File: src/rtl/timebase_pkg.sv
package timebase_pkg;
  localparam int unsigned DEF_TICKS_PER_SEC = 40_000_000;
  localparam int unsigned DEF_SEC_W         = 32;
  localparam int unsigned DEF_SYNC_STAGES   = 2;
endpackage

File: src/rtl/tbase_pulse_edge.sv
module tbase_pulse_edge #(
  parameter int unsigned STAGES = 2
) (
  input  logic clk,
  input  logic rst,
  input  logic pulse_in,
  output logic rise
);
  logic [STAGES:0] shreg;

  always_ff @(posedge clk) begin
    if (rst) begin
      shreg <= '0;
      rise  <= 1'b0;
    end else begin
      shreg <= {shreg[STAGES-1:0], pulse_in};
      rise  <= shreg[STAGES-1] & ~shreg[STAGES];
    end
  end

  // one detected edge yields a single-cycle commit strobe
  p_single_rise_r2: assert property (@(posedge clk) disable iff (rst)
    rise |=> !rise);
endmodule

File: src/rtl/tbase_subsec_count.sv
module tbase_subsec_count #(
  parameter int unsigned TICKS_PER_SEC = 40_000_000,
  localparam int unsigned TICK_W = $clog2(TICKS_PER_SEC)
) (
  input  logic              clk,
  input  logic              rst,
  input  logic              commit,
  output logic [TICK_W-1:0] tick,
  output logic              overrun
);
  localparam logic [TICK_W-1:0] TICK_MAX = TICK_W'(TICKS_PER_SEC - 1);

  logic at_max;
  assign at_max = (tick == TICK_MAX);

  always_ff @(posedge clk) begin
    if (rst) begin
      tick    <= '0;
      overrun <= 1'b0;
    end else if (commit) begin
      tick    <= '0;
      overrun <= 1'b0;
    end else if (at_max) begin
      overrun <= 1'b1;
    end else begin
      tick <= tick + 1'b1;
    end
  end

  p_zero_on_commit_r4: assert property (@(posedge clk) disable iff (rst)
    commit |=> (tick == '0) && !overrun);
  p_step_r4: assert property (@(posedge clk) disable iff (rst)
    (!commit && tick != TICK_MAX) |=> tick == TICK_W'($past(tick) + 1'b1));
  p_no_overflow_r5: assert property (@(posedge clk) disable iff (rst)
    (!commit && tick == TICK_MAX) |=> (tick == TICK_MAX) && overrun);
endmodule

File: src/rtl/tbase_sec_stage.sv
module tbase_sec_stage #(
  parameter int unsigned SEC_W = 32
) (
  input  logic             clk,
  input  logic             rst,
  input  logic             commit,
  input  logic             lost,
  input  logic             host_wr,
  input  logic [SEC_W-1:0] host_sec,
  output logic [SEC_W-1:0] sec,
  output logic             valid,
  output logic             seen,
  output logic             stale
);
  logic [SEC_W-1:0] staged;
  logic             fresh;

  always_ff @(posedge clk) begin
    if (rst) begin
      staged <= '0;
      fresh  <= 1'b0;
      sec    <= '0;
      valid  <= 1'b0;
      seen   <= 1'b0;
      stale  <= 1'b0;
    end else begin
      if (host_wr) staged <= host_sec;
      if (commit) begin
        fresh <= host_wr;
        seen  <= 1'b1;
        valid <= 1'b1;
        if (fresh) begin
          sec   <= staged;
          stale <= 1'b0;
        end else begin
          sec   <= sec + 1'b1;
          stale <= 1'b1;
        end
      end else begin
        if (host_wr) fresh <= 1'b1;
        if (lost) valid <= 1'b0;
      end
    end
  end

  p_take_host_r3: assert property (@(posedge clk) disable iff (rst)
    (commit && fresh) |=> (sec == $past(staged)) && !stale && valid);
  p_stale_inc_r6: assert property (@(posedge clk) disable iff (rst)
    (commit && !fresh) |=> (sec == SEC_W'($past(sec) + 1'b1)) && stale);
  p_lost_r5: assert property (@(posedge clk) disable iff (rst)
    (lost && !commit) |=> !valid);
  p_seen_sticky_r7: assert property (@(posedge clk) disable iff (rst)
    seen |=> seen);
endmodule

File: src/rtl/tbase_snapshot.sv
module tbase_snapshot #(
  parameter int unsigned SEC_W  = 32,
  parameter int unsigned TICK_W = 26
) (
  input  logic              clk,
  input  logic              rst,
  input  logic              req,
  input  logic [SEC_W-1:0]  sec_in,
  input  logic [TICK_W-1:0] tick_in,
  output logic [SEC_W-1:0]  sec_cap,
  output logic [TICK_W-1:0] tick_cap,
  output logic              done
);
  always_ff @(posedge clk) begin
    if (rst) begin
      sec_cap  <= '0;
      tick_cap <= '0;
      done     <= 1'b0;
    end else begin
      done <= req;
      if (req) begin
        sec_cap  <= sec_in;
        tick_cap <= tick_in;
      end
    end
  end

  p_snap_pair_r8: assert property (@(posedge clk) disable iff (rst)
    req |=> done && (sec_cap == $past(sec_in)) && (tick_cap == $past(tick_in)));
endmodule

File: src/rtl/pps_timebase.sv
module pps_timebase
  import timebase_pkg::*;
#(
  parameter int unsigned TICKS_PER_SEC = DEF_TICKS_PER_SEC,
  parameter int unsigned SEC_W         = DEF_SEC_W,
  parameter int unsigned SYNC_STAGES   = DEF_SYNC_STAGES,
  localparam int unsigned TICK_W       = $clog2(TICKS_PER_SEC)
) (
  input  logic              clk,
  input  logic              rst,
  input  logic              pulse_in,
  input  logic              host_wr,
  input  logic [SEC_W-1:0]  host_sec,
  input  logic              snap_req,
  output logic [SEC_W-1:0]  sec_out,
  output logic [TICK_W-1:0] tick_out,
  output logic              time_valid,
  output logic              trig_seen,
  output logic              overrun,
  output logic              stale,
  output logic [SEC_W-1:0]  snap_sec,
  output logic [TICK_W-1:0] snap_tick,
  output logic              snap_done
);
  logic commit;

  tbase_pulse_edge #(.STAGES(SYNC_STAGES)) u_edge (
    .clk(clk), .rst(rst), .pulse_in(pulse_in), .rise(commit)
  );

  tbase_subsec_count #(.TICKS_PER_SEC(TICKS_PER_SEC)) u_ticks (
    .clk(clk), .rst(rst), .commit(commit), .tick(tick_out), .overrun(overrun)
  );

  tbase_sec_stage #(.SEC_W(SEC_W)) u_secs (
    .clk(clk), .rst(rst), .commit(commit), .lost(overrun),
    .host_wr(host_wr), .host_sec(host_sec),
    .sec(sec_out), .valid(time_valid), .seen(trig_seen), .stale(stale)
  );

  tbase_snapshot #(.SEC_W(SEC_W), .TICK_W(TICK_W)) u_snap (
    .clk(clk), .rst(rst), .req(snap_req), .sec_in(sec_out), .tick_in(tick_out),
    .sec_cap(snap_sec), .tick_cap(snap_tick), .done(snap_done)
  );

  // nothing is reported before the first commit
  p_quiet_until_commit_r1: assert property (@(posedge clk) disable iff (rst)
    (!trig_seen && !commit) |=> !time_valid);
endmodule

File: config.mk
export PLATFORM = sky130hd
export DESIGN_NAME = pps_timebase
export DESIGN_NICKNAME = d
export VERILOG_FILES = /design/src/rtl/timebase_pkg.sv /design/src/rtl/tbase_pulse_edge.sv /design/src/rtl/tbase_subsec_count.sv /design/src/rtl/tbase_sec_stage.sv /design/src/rtl/tbase_snapshot.sv /design/src/rtl/pps_timebase.sv
export SDC_FILE = /design/constraint.sdc
export NUM_CORES = 1
export LEC_CHECK = 0
export BUFFER_PORTS_ARGS = -buffer_cell sky130_fd_sc_hd__buf_4
export CORE_ASPECT_RATIO = 2
export CORE_MARGIN = 10
export CORE_UTILIZATION = 25
export CTS_BUF_LIST = sky130_fd_sc_hd__clkbuf_8 sky130_fd_sc_hd__clkbuf_16
export DETAILED_ROUTE_END_ITERATION = 12
export GPL_ROUTABILITY_DRIVEN = 0
export PLACE_DENSITY = 0.44
export SYNTH_ARGS = -nofsm -noshare
export SYNTH_HDL_FRONTEND = slang
export SYNTH_SLANG_ARGS = --single-unit
export TNS_END_PERCENT = 30
File: constraint.sdc
create_clock -name clk -period 2.3 [get_ports clk]
set_input_delay 0.46 -clock clk [delete_from_list [all_inputs] [get_ports clk]]
set_output_delay 0.46 -clock clk [all_outputs]
set_load 0.01 [all_outputs]
==> results of run 1 <==
## sequential cells by signal, indices dropped and copies added (netlist names)
signal	count
u_ticks.overrun	1
u_snap.done	1
u_snap.tick_cap	26
u_secs.staged	32
u_edge.rise	1
u_secs.seen	1
u_snap.sec_cap	32
u_edge.shreg	3
u_secs.sec	32
u_secs.stale	1
u_secs.valid	1
u_secs.fresh	1
u_ticks.tick	26
## cell usage after synthesis (4+ instances only)
master,n,area (um2)
dfxtp_1,158,3160
nor2_1,139,522
mux2i_1,94,941
nand2_1,38,143
a21oi_1,32,160
clkbuf_1,31,116
nand3_1,28,140
o21ai_0,26,130
xnor2_1,15,131
a22oi_1,13,97.6
buf_1,13,48.8
nor3_1,12,60.1
inv_1,11,41.3
nand4_1,11,68.8
or3_1,10,62.6
a31oi_1,9,56.3
nor4_1,9,56.3
and3_1,8,50.1
nor2b_1,8,50.1
o31ai_1,5,37.5
o211ai_1,4,30.0
or4_1,4,30.0
xor2_1,4,35.0
## cell type report
cell class	instances	area (um2)
Inverter	12	45.0
Clock buffer	21	480
Multi-Input combinational cell	521	3300
Sequential cell	158	3160
Clock inverter	11	91.3
Tap cell	344	430
Timing Repair Buffer	209	1590
Fill cell	2776	17300
## power breakdown
part / leakage [nW] / switching [W] / internal [W]
Combinational: 2.29 / 0.000214 / 0.000168
Clock: 0.292 / 0.00116 / 0.00159
Sequential: 1.28 / 0.0000430 / 0.00279
Total: 3.87 / 0.00142 / 0.00455
## metal layers
layer  track usage [%]  vias up
li1                  -     2983
met3              3.70       32
met1              13.5     2795
met4              6.05        0
met5                 0        -
met2              26.3      141
## worst max-delay path by stage
stage,startpoint,end,slack (ns)
after floorplan,u_secs.sec[0],u_secs.sec[26],0.34
after global placement,u_secs.sec[1],u_secs.sec[12],0.29
after detailed placement,u_secs.sec[1],u_secs.sec[12],0.27
after CTS,u_secs.sec[1],u_secs.sec[12],0.24
after global routing,u_secs.sec[11],u_secs.sec[29],0.11
final,u_secs.sec[1],u_secs.sec[16],0.24
## through the flow
stage | instance area (um2) | power [W] | setup WS (ns) | std cells
after detailed placement | 8530 | 0.00329 | 0.266 | 1244
after floorplan | 6730 | 0.00311 | 0.341 | 743
final | 9100 | 0.00597 | 0.235 | 1276
after CTS | 9100 | 0.00611 | 0.240 | 1276
after global placement | 8530 | 0.00329 | 0.291 | 1244
after global routing | 9100 | 0.00622 | 0.110 | 1276
## logic make-up (layout without fill, tap and decap cells)
logic type | count (synthesis) | after routing | synth area share [%]
compound gates | 113 | 113 | 10.5
xor+xnor | 19 | 19 | 2.47
fa+ha+maj | 2 | 2 | 0.372
buf+inv | 64 | 253 | 4.03
flops | 158 | 158 | 47.0
mux | 96 | 96 | 14.3
simple gates | 291 | 291 | 21.3
==> results.py, run 1 <==
metrics = {
    "synth": {
        "ys_warn_count": 0,
        "syn_inst": 743,
        "synth_seq_cells": 158,
        "syn_avg_cell_area_um2": 9.06,
        "synth_area_um2": 6730,
        "seq_area_frac_synth_pct": 47.0,
        "async_flop_share_pct": 0,
        "ys.flop_type": "dfxtp_1",
        "syn_nets": 782,
        "ys_types": 58,
        "synth_edf_count": 0,
    },
    "critical_path": {
        "r2r-start": "u_secs.sec[1]",
        "cp_top_family": "simple AND/OR/NAND/NOR gates",
        "path_depth": 7,
        "worst_ep_arrival_time_ns": 2.43,
        "crit_slowest_cell": "or4_1",
        "crit_type": "flip-flop to flip-flop",
        "worstSetupEndpointType": "flip-flop",
        "r2r_setup_slack_ns": 0.24,
        "startpoint_type": "flip-flop",
        "cpPeakStageDelay_ns": 0.54,
        "timing.rr.end": "u_secs.sec[16]",
        "worst_r2r_path_depth": 7,
        "required_ns": 2.67,
        "critPathBufInv": 1,
        "crit_fanout": 8,
        "critical_path.cell_chain": "ha_1, nand3_1, buf_4, or4_1, nor4_1, a221oi_1, a21oi_1",
    },
    "clock_network": {
        "clock_latency_ns": 0.44,
        "post-cts-setup-buffer-count": 0,
        "cts_tree": "built",
        "cts_resized": 0,
        "numClockSinks": 158,
        "numCtsBuffers": 17,
        "ctsRootBufferMaster": "clkbuf_16",
        "clk_pin_slew_ns": 0.06,
        "cts-hold-fix-buffers": 0,
        "clockBufferDepth": 2,
        "h-tree-depth": 4,
    },
    "die": {
        "rows": 84,
        "start_util_pct": 25.5,
        "dieHeight_um": 252,
        "core_area_um2": 26400,
        "io_pins": 158,
        "die_x_um": 136,
        "dieArea_um2": 34300,
    },
    "finish": {
        "drive_gt1_share_pct": 27.5,
        "final_cell_mix": "207 x buf_4, 158 x dfxtp_1, 139 x nor2_1, 94 x mux2i_1, 38 x nand2_1",
        "final_common_cell": "buf_4",
        "num-nets-final": 958,
        "area_delta_synth_final_pct": 35.2,
        "insertedDiodeCount": 0,
        "final_util_pct": 34.5,
    },
    "pwr": {
        "power_density_nw_per_um2": 656,
        "p_leak_nw": 3.87,
        "peakVddDrop_v": 0.000361,
    },
    "global_routing": {
        "antenna_found_initial": 0,
        "grt_overflow": 0,
        "grt_max_degree": 60,
        "grt_use_total_pct": 13.9,
        "grt_pass1_vias": 6060,
        "grt_pass1_wl_um": 36200,
    },
    "timing": {
        "max-slew-margin-rel_pct": 59.5,
        "fmax_mhz": 484,
        "rsz0062_at_grt": "no",
        "hold_violations": 0,
        "finalSetupViolCount": 0,
        "maxSlewViolCount": 0,
        "skew_ns": 0.00854,
        "tightest_slew_ns": 0.608,
        "whs_ns": 0.231,
        "finalCritPeriodShare_pct": 89.8,
        "fin_setup_tns_ns": 0,
        "fin_crit_ns": 2.06,
    },
    "detailed_routing": {
        "post-route-drc-count": 0,
        "dr_wl_met3_um": 1050,
        "vias_per_cell": 4.66,
        "avgRoutedWirePerCell_um": 18.6,
        "via_count": 5951,
        "wirelength_um": 23700,
        "antenna_left": 0,
        "drtIter0Drc": 246,
        "top_layer": "met4",
        "wl_met1_um": 8740,
        "first_pass_iters": 4,
        "wl_met2_um": 13300,
    },
    "worst_hold_path": {
        "holdCritPathClass": "primary input to flip-flop",
        "hp-start": "pulse_in",
        "hold-path-cell-count": 2,
        "min_to": "u_edge.shreg[0]",
    },
    "placed_design": {
        "port_buffers": 157,
        "place_hpwl_um": 17700,
    },
    "job": {
        "drv_cap": 0,
    },
    "status": {
        "status": "complete, no violations",
    },
}
Note: power is estimated with default switching activity, not from simulation.
==> run 2: changes to the inputs <==
--- a/config.mk
+++ b/config.mk
@@ -9,7 +9,7 @@
 export CORE_ASPECT_RATIO = 2
 export CORE_MARGIN = 10
 export CORE_UTILIZATION = 25
-export CTS_BUF_LIST = sky130_fd_sc_hd__clkbuf_8 sky130_fd_sc_hd__clkbuf_16
+export CTS_BUF_LIST = sky130_fd_sc_hd__clkbuf_2 sky130_fd_sc_hd__clkbuf_4 sky130_fd_sc_hd__clkbuf_8
 export DETAILED_ROUTE_END_ITERATION = 12
 export GPL_ROUTABILITY_DRIVEN = 0
 export PLACE_DENSITY = 0.44
==> run 2 against run 1 <==
Via count is essentially flat; fmax grew 0.51%; combinational power hardly changed; clock power down 25%; flip-flop and latch count is the same; die area unchanged; non-clock buffer count did not move; critical path depth stayed put; design area decreased by 2.0%; core utilization decreased by 0.70 points; total power decreased by 12%; largest cell class unchanged.
==> results.py, run 2 (same netlist as run 1, synthesis figures left out) <==
metrics = {
    "pwr": {
        "p_total_w": 0.00528,
        "power_density_nw_per_um2": 592,
        "net-switching-power_w": 0.00133,
        "p_clk_share_pct": 39.1,
        "swShare_pct": 25.2,
        "p_int_w": 0.00395,
        "power_frac_comb_pct": 7.2,
        "peakVddDrop_v": 0.000328,
        "seq_power_share_pct": 53.6,
        "p_leak_nw": 3.78,
    },
    "clock_network": {
        "cts_tree": "built",
        "clockBufferDepth": 2,
        "ctsRootBufferMaster": "clkbuf_8",
        "clk_pin_slew_ns": 0.08,
        "numCtsBuffers": 17,
        "h-tree-depth": 4,
        "cts-hold-fix-buffers": 0,
        "numClockSinks": 158,
        "post-cts-setup-buffer-count": 0,
        "cts_resized": 0,
        "clock_latency_ns": 0.49,
    },
    "timing": {
        "hold_violations": 0,
        "finalCritPeriodShare_pct": 89.3,
        "maxSlewViolCount": 0,
        "fin_crit_ns": 2.05,
        "skew_ns": 0.0105,
        "finalSetupViolCount": 0,
        "max-slew-margin-rel_pct": 59.4,
        "rsz0062_at_grt": "no",
        "tightest_slew_ns": 0.606,
        "fmax_mhz": 487,
        "fin_setup_tns_ns": 0,
    },
    "die": {
        "dieArea_um2": 34300,
        "dieHeight_um": 252,
        "io_pins": 158,
        "core_area_um2": 26400,
        "rows": 84,
        "die_x_um": 136,
        "start_util_pct": 25.5,
    },
    "detailed_routing": {
        "avgRoutedWirePerCell_um": 18.6,
        "first_pass_iters": 5,
        "drtIter0Drc": 278,
        "via_count": 5953,
        "vias_per_cell": 4.67,
        "antenna_left": 0,
        "post-route-drc-count": 0,
        "wirelength_um": 23800,
    },
    "critical_path": {
        "worst_ep_arrival_time_ns": 2.47,
        "crit_type": "flip-flop to flip-flop",
        "startpoint_type": "flip-flop",
        "required_ns": 2.72,
        "worstSetupEndpointType": "flip-flop",
        "crit_fanout": 8,
    },
    "finish": {
        "drive_gt1_share_pct": 27.7,
        "area_delta_synth_final_pct": 32.5,
        "reg_top3": "u_secs.sec: 32 flops, u_secs.staged: 32 flops, u_snap.sec_cap: 32 flops",
        "final_common_cell": "buf_4",
        "insertedDiodeCount": 0,
        "num-nets-final": 958,
        "final_cell_mix": "207 x buf_4, 158 x dfxtp_1, 139 x nor2_1, 94 x mux2i_1, 38 x nand2_1",
    },
    "job": {
        "drv_cap": 0,
    },
    "global_routing": {
        "grt_overflow": 0,
        "grt_use_total_pct": 13.9,
        "grt_pass1_wl_um": 36200,
        "antenna_found_initial": 0,
        "grt_max_degree": 60,
        "grt_pass1_vias": 6058,
    },
    "placed_design": {
        "place_hpwl_um": 17700,
        "port_buffers": 157,
    },
    "status": {
        "status": "complete, no violations",
    },
    "worst_hold_path": {
        "holdCritPathClass": "primary input to flip-flop",
    },
}
-- run 2: cell types whose count changed in the layout (fill, tap and decap cells not counted), sizes merged --
cell / change
inv: -2
clkbuf: +2
-- run 2: metrics by stage --
stage          setup WS, ns  utilization [%]  instances  hold slack (ns)  instance area (um2)
6_report              0.245             33.8       1276            0.189                 8920
5_1_grt               0.108             33.8       1276            0.162                 8920
4_1_cts               0.239             33.8       1276            0.133                 8920
3_5_place_dp          0.266             32.3       1244            0.378                 8530
2_1_floorplan         0.341                -        743            0.367                 6730
3_3_place_gp          0.291             32.3       1244            0.373                 8530
-- run 2: area by class of cell --
cell class	count	area [um2]
Fill cell	2795	17500
Multi-Input combinational cell	521	3300
Sequential cell	158	3160
Timing Repair Buffer	209	1590
Tap cell	344	430
Clock buffer	23	304
Clock inverter	9	83.8
Inverter	12	45.0
-- run 2: critical path, stage by stage (launching register included) --
cell      delay, ns
dfxtp_1        0.48
ha_1           0.24
nand3_1        0.08
buf_4          0.19
or4_1          0.55
nor4_1         0.20
a221oi_1       0.08
a21oi_1        0.16
-- run 2: worst paths after layout --
check	from	slack, ns	depth (start not counted)	to
worst min register to register	u_edge.shreg[2]	0.39	1	u_edge.rise
worst min-delay path	pulse_in	0.19	2	u_edge.shreg[0]
worst max register to register	u_secs.sec[1]	0.25	7	u_secs.sec[16]
worst max-delay path	u_secs.sec[1]	0.25	7	u_secs.sec[16]
-- run 2: power by group through the flow --
stage | clock (W) | sequential [W] | combinational [W]
finish | 0.00207 | 0.00283 | 0.000382
global route | 0.00227 | 0.00284 | 0.000418
CTS | 0.00218 | 0.00283 | 0.000392
detailed placement | 0 | 0.00290 | 0.000391
global placement | 0 | 0.00290 | 0.000390
floorplan | 0 | 0.00289 | 0.000222
-- run 2: metal layers --
metal	part of all wire, %	GRT usage (%)	vias up	wire length, um
li1	-	-	2978	-
met4	2.2	5.63	0	524
met2	57	26.5	130	13500
met1	37	13.6	2823	8710
met3	4.5	3.54	22	1060
met5	0	0	-	0
